$ cat src/rtl/ltm_pkg.sv
package ltm_pkg;
  typedef enum logic [1:0] {
    MODE_OFF  = 2'd0,
    MODE_GP   = 2'd1,
    MODE_VID  = 2'd2,
    MODE_ONCE = 2'd3
  } capMode_e;

  localparam int FLAG_N = 4;

  // Packed so that bit 0 is fifoOver and bit 3 is lineShort.
  typedef struct packed {
    logic lineShort;
    logic lineLong;
    logic fifoUnder;
    logic fifoOver;
  } errStrobe_t;
endpackage

$ cat src/rtl/ltm_ctrl.sv
module ltm_ctrl
  import ltm_pkg::*;
#(
  parameter int CNT_W = 12,
  parameter int FIFO_DEPTH = 16,
  localparam int LVL_W = $clog2(FIFO_DEPTH + 1)
) (
  input  logic             clk,
  input  logic             rstN,
  input  capMode_e         modeSel,
  input  logic [CNT_W-1:0] samplesPerLine,
  input  logic             lineStart,
  input  logic             sampleValid,
  input  logic             embField,
  input  logic             fs3Field,
  input  logic             fifoPush,
  input  logic             fifoPop,
  output errStrobe_t       events,
  output logic             fieldOut,
  output logic [LVL_W-1:0] fifoLevel
);
  localparam logic [LVL_W-1:0] LVL_FULL = LVL_W'(FIFO_DEPTH);

  logic [CNT_W-1:0] sampleCnt;
  logic             armed;
  logic             tracking;
  logic             atTarget;
  logic             fifoFull;
  logic             fifoEmpty;
  logic             pushOk;
  logic             popOk;

  assign tracking = (modeSel == MODE_GP) || (modeSel == MODE_VID);
  assign atTarget = sampleCnt >= samplesPerLine;

  // The sample counter restarts at every line start and stalls at the target.
  always_ff @(posedge clk) begin
    if (!rstN) begin
      sampleCnt <= '0;
      armed     <= 1'b0;
    end else if (!tracking) begin
      sampleCnt <= '0;
      armed     <= 1'b0;
    end else if (lineStart) begin
      sampleCnt <= sampleValid ? CNT_W'(1) : '0;
      armed     <= 1'b1;
    end else if (sampleValid && !atTarget) begin
      sampleCnt <= sampleCnt + 1'b1;
    end
  end

  assign fifoFull  = (fifoLevel == LVL_FULL);
  assign fifoEmpty = (fifoLevel == '0);
  assign pushOk    = fifoPush && (!fifoFull || fifoPop);
  assign popOk     = fifoPop && !fifoEmpty;

  always_ff @(posedge clk) begin
    if (!rstN) fifoLevel <= '0;
    else if (pushOk && !popOk) fifoLevel <= fifoLevel + 1'b1;
    else if (popOk && !pushOk) fifoLevel <= fifoLevel - 1'b1;
  end

  always_comb begin
    events.lineShort = tracking && armed && lineStart && !atTarget;
    events.lineLong  = (modeSel == MODE_VID) && armed && sampleValid && !lineStart && atTarget;
    events.fifoOver  = fifoPush && fifoFull && !fifoPop;
    events.fifoUnder = fifoPop && fifoEmpty;
  end

  assign fieldOut = (modeSel == MODE_VID) ? embField : fs3Field;
endmodule

$ cat src/rtl/ltm_flags.sv
module ltm_flags
  import ltm_pkg::*;
(
  input  logic              clk,
  input  logic              rstN,
  input  errStrobe_t        events,
  input  logic [FLAG_N-1:0] clearFlags,
  input  logic [FLAG_N-1:0] maskFlags,
  output logic [FLAG_N-1:0] errFlags,
  output logic              errIrq
);
  logic [FLAG_N-1:0] setVec;
  assign setVec = events;

  // A new error takes priority over a clear in the same cycle.
  for (genvar i = 0; i < FLAG_N; i++) begin : gFlag
    always_ff @(posedge clk) begin
      if (!rstN) errFlags[i] <= 1'b0;
      else errFlags[i] <= (errFlags[i] && !clearFlags[i]) || setVec[i];
    end
  end

  always_ff @(posedge clk) begin
    if (!rstN) errIrq <= 1'b0;
    else errIrq <= |(errFlags & ~maskFlags);
  end
endmodule

$ cat src/rtl/line_track_monitor.sv
module line_track_monitor
  import ltm_pkg::*;
#(
  parameter int CNT_W = 12,
  parameter int FIFO_DEPTH = 16,
  localparam int LVL_W = $clog2(FIFO_DEPTH + 1)
) (
  input  logic             clk,
  input  logic             rstN,
  input  logic [1:0]       mode,
  input  logic [CNT_W-1:0] samplesPerLine,
  input  logic             lineStart,
  input  logic             sampleValid,
  input  logic             embField,
  input  logic             fs3Field,
  input  logic             fifoPush,
  input  logic             fifoPop,
  input  logic [3:0]       clearFlags,
  input  logic [3:0]       maskFlags,
  output logic [3:0]       errFlags,
  output logic             errIrq,
  output logic             fieldOut,
  output logic [LVL_W-1:0] fifoLevel
);
  errStrobe_t events;
  capMode_e   modeSel;

  assign modeSel = capMode_e'(mode);

  ltm_ctrl #(.CNT_W(CNT_W), .FIFO_DEPTH(FIFO_DEPTH)) uCtrl (
    .clk(clk), .rstN(rstN), .modeSel(modeSel), .samplesPerLine(samplesPerLine),
    .lineStart(lineStart), .sampleValid(sampleValid), .embField(embField),
    .fs3Field(fs3Field), .fifoPush(fifoPush), .fifoPop(fifoPop),
    .events(events), .fieldOut(fieldOut), .fifoLevel(fifoLevel)
  );

  ltm_flags uFlags (
    .clk(clk), .rstN(rstN), .events(events), .clearFlags(clearFlags),
    .maskFlags(maskFlags), .errFlags(errFlags), .errIrq(errIrq)
  );
endmodule

$ cat config.mk
export PLATFORM = sky130hd
export DESIGN_NAME = line_track_monitor
export DESIGN_NICKNAME = d
export VERILOG_FILES = /design/src/rtl/ltm_pkg.sv /design/src/rtl/ltm_ctrl.sv /design/src/rtl/ltm_flags.sv /design/src/rtl/line_track_monitor.sv
export SDC_FILE = /design/constraint.sdc
export NUM_CORES = 1
export LEC_CHECK = 0
export BUFFER_PORTS_ARGS = -buffer_cell sky130_fd_sc_hd__buf_4
export CAP_MARGIN = 20
export CORE_MARGIN = 1
export CORE_UTILIZATION = 47
export CTS_BUF_LIST = sky130_fd_sc_hd__clkbuf_2 sky130_fd_sc_hd__clkbuf_4 sky130_fd_sc_hd__clkbuf_8
export DETAILED_ROUTE_END_ITERATION = 12
export PLACE_DENSITY_LB_ADDON = 0.15
export SYNTH_ARGS = -nofsm -noshare
export SYNTH_HDL_FRONTEND = slang
export SYNTH_SLANG_ARGS = --single-unit
$ cat constraint.sdc
create_clock -name clk -period 3.3 [get_ports clk]
set_clock_uncertainty 0.1 [all_clocks]
set_input_delay 0.66 -clock clk [delete_from_list [all_inputs] [get_ports clk]]
set_output_delay 0.66 -clock clk [all_outputs]
set_load 0.02 [all_outputs]
==> reports/results.ini <==
[status]
status=finished, final reports clean

[synthesis]
async_flop_share_pct=0
syn_avg_cell_area_um2=8.37
ys_top_cells_by_area=dfxtp_1, ha_1, inv_1
synth_edf_count=0
ys_seq_area_share_pct=28.2
synth_area_um2=1630
synth_ff_type=dfxtp_1
yosysWarnings=0
synth_nets=244
synth_top_area_share_pct=28.2
synth.distinct_cells=45
syn_inst=195
synth_top_cell_by_area=dfxtp_1
synth-seq-cells=23

[timing]
finalHoldViolCount=0
relSlewSlack_pct=53.8
fin_crit_sh_pct=91.5
finalMaxSlewViolations=0
setup_tns_ns=0
worst_slew_pin_slew_ns=0.693
fin_crit_ns=3.02
finalSetupViolations=0
rsz0062_at_grt=no
layout_setup_ws_ns=0.279
clock.fmax_mhz=331

[floorplan]
core_um2=3340
start_util_pct=48.9
io_pins=41
rows=21
dieArea_um2=3710
fp.dieW_um=60.9
die_h_um=60.9

[clocking]
ctsRootBufferMaster=clkbuf_4
ctsResizeCount=0
cts_hold_buffers=0
cts_tree=yes
clk_latency_ns=0.31
cts_inserted_buffers=3
clk_path_buf_depth=2
h-tree-depth=1
post-cts-setup-buffers=0
cts.reportedPaths.clkPinSlew_ns=0.13
clock_sinks=23

[setup_path]
critical_path.endpoint=uCtrl.fifoLevel[4]
r2r_slack_ns=0.28
r2r_cells=11
r2r-end=uCtrl.fifoLevel[4]
worstSetupEndpointType=flip-flop
start_kind=flip-flop
required_ns=3.44
cp.arrival_ns=3.16
critPathMaxFanout=5
crit_start=uCtrl.fifoLevel[0]
reg2reg_from=uCtrl.fifoLevel[0]
critical_path_class=flip-flop to flip-flop

[grt]
grt_antenna_before_repair=0
grt_pass1_vias=1255
grt_first_pass_wirelength_um=5400
grtUsageTotal_pct=19.4
grt.overflow.total=0
grt_max_degree=18

[detailed_routing]
routed_via_density=5.23
wire_per_inst_um=11.5
drt-met1-wl_um=1640
routed-wl-met2_um=1380
vias=1463
wl_um=3220
detail-route-antenna-nets=0
first_iter_violations=52
highest_layer=met4
drc=0
drt-pass1-iter-count=4
wl_met3_um=170

[final_layout]
final_layout_size_suffix_gt1_share_pct=25.2
area_delta_synth_final_pct=22.1
nNetsFinal=284
diodes=0
finalNonFillerCells=280

[worst_hold_path]
hp-class=flip-flop to flip-flop
hold_depth=2

[placed_design]
dp.cells=276
dp_slack_ns=0.310
place_congestion=0.798
dp_hpwl_um=2550
port_buffers=40

[power_and_ir_drop]
powerDensity_nw_per_um2=411
p_leak_nw=1.01
ir_worst_vdd_uv=447

[run]
cap_violations=0

logic make-up after synthesis:
| group | synth area share [%] |
|---|---|
| and+or+nand+nor | 24.5 |
| AOI/OAI and AO/OA | 18.9 |
| buffers and inverters | 6.90 |
| DFF | 28.2 |
| adders and majority gates | 15.0 |
| muxes | 4.37 |
| xor gates and xnor gates | 2.15 |
cells in the final DEF, fill, tap and decap left out, drive strengths merged, types with 2 or more instances in the layout:
master and n:
a31oi 6, and4 2, buf 42, clkbuf 4, inv 19, mux2i 6
o21a 2, nor2 14, or3 4, and3 7, nand3 3, a21o 2
ha 18, a41o 5, nor2b 3, nor3b 2, nand4 5, or4 2
o22ai 2, and2 7, nand2 20, xnor2 3, o21ai 10, a21oi 9
dfxtp 23
cells in the mapped netlist (all sizes together), types with 2 or more instances:
master,number
mux2i,6
nand2,20
buf,2
or4,2
nand4,5
a21o,2
o21a,2
and4,2
clkbuf,5
dfxtp,23
inv,19
o22ai,2
a21oi,9
nor2,14
xnor2,3
nand3,3
nor2b,3
a41o,5
a31oi,6
and2,7
and3,7
ha,18
nor3b,2
or3,4
o21ai,10
sequential cells by signal, summed over array words and instances (netlist names):
| name | count |
|---|---|
| uCtrl.sampleCnt | 12 |
| uCtrl.fifoLevel | 5 |
| uFlags.errFlags | 4 |
| uCtrl.armed | 1 |
| uFlags.errIrq | 1 |
report_power, final:
part / internal, mW / total [mW] / switching [mW]
combinational: 0.174 / 0.343 / 0.169
sequential: 0.307 / 0.337 / 0.0305
clock: 0.0554 / 0.140 / 0.0842
total: 0.536 / 0.820 / 0.283
worst min path at each step:
stage | from | endpoint | slack [ns]
after CTS | uCtrl.armed | uCtrl.armed | 0.41
after global placement | uCtrl.armed | uCtrl.armed | 0.39
final | uCtrl.armed | uCtrl.armed | 0.41
after floorplan | uCtrl.sampleCnt[10] | uCtrl.sampleCnt[10] | 0.36
after global routing | uCtrl.sampleCnt[5] | uCtrl.sampleCnt[5] | 0.47
after detailed placement | uCtrl.armed | uCtrl.armed | 0.39
per-stage QoR:
step / utilization [%] / total power [mW] / area (µm²) / hold WS [ns]
after floorplan: - / 0.577 / 1630 / 0.359
after global placement: 58.9 / 0.679 / 1960 / 0.389
after detailed placement: 58.9 / 0.685 / 1960 / 0.395
after CTS: 59.8 / 0.827 / 1990 / 0.413
after global routing: 59.8 / 0.885 / 1990 / 0.467
final: 59.8 / 0.820 / 1990 / 0.411
layer usage:
| layer | vias to the layer above | track usage [%] |
|---|---|---|
| met5 | - | 0 |
| li1 | 771 | - |
| met3 | 4 | 2.99 |
| met2 | 45 | 30.6 |
| met4 | 0 | 6.82 |
| met1 | 643 | 26.9 |
critical path, stage by stage (launching register included):
cell and delay [ns]:
dfxtp_1 0.39, or4_1 0.60, nor3b_1 0.27, nor2b_1 0.08, ha_1 0.22, inv_1 0.14
ha_1 0.29, a21o_1 0.16, a21oi_1 0.16, xnor2_1 0.09, or3_1 0.30, a21boi_0 0.16
cell type report:
cell class | instances | area, µm²
tap | 46 | 57.6
inverter | 19 | 71.3
clock buffer | 4 | 30.0
sequential | 23 | 460
multi-input combinational | 146 | 1060
fill | 340 | 1340
timing repair buffer | 42 | 315
Power figures use the tool's default switching activity.
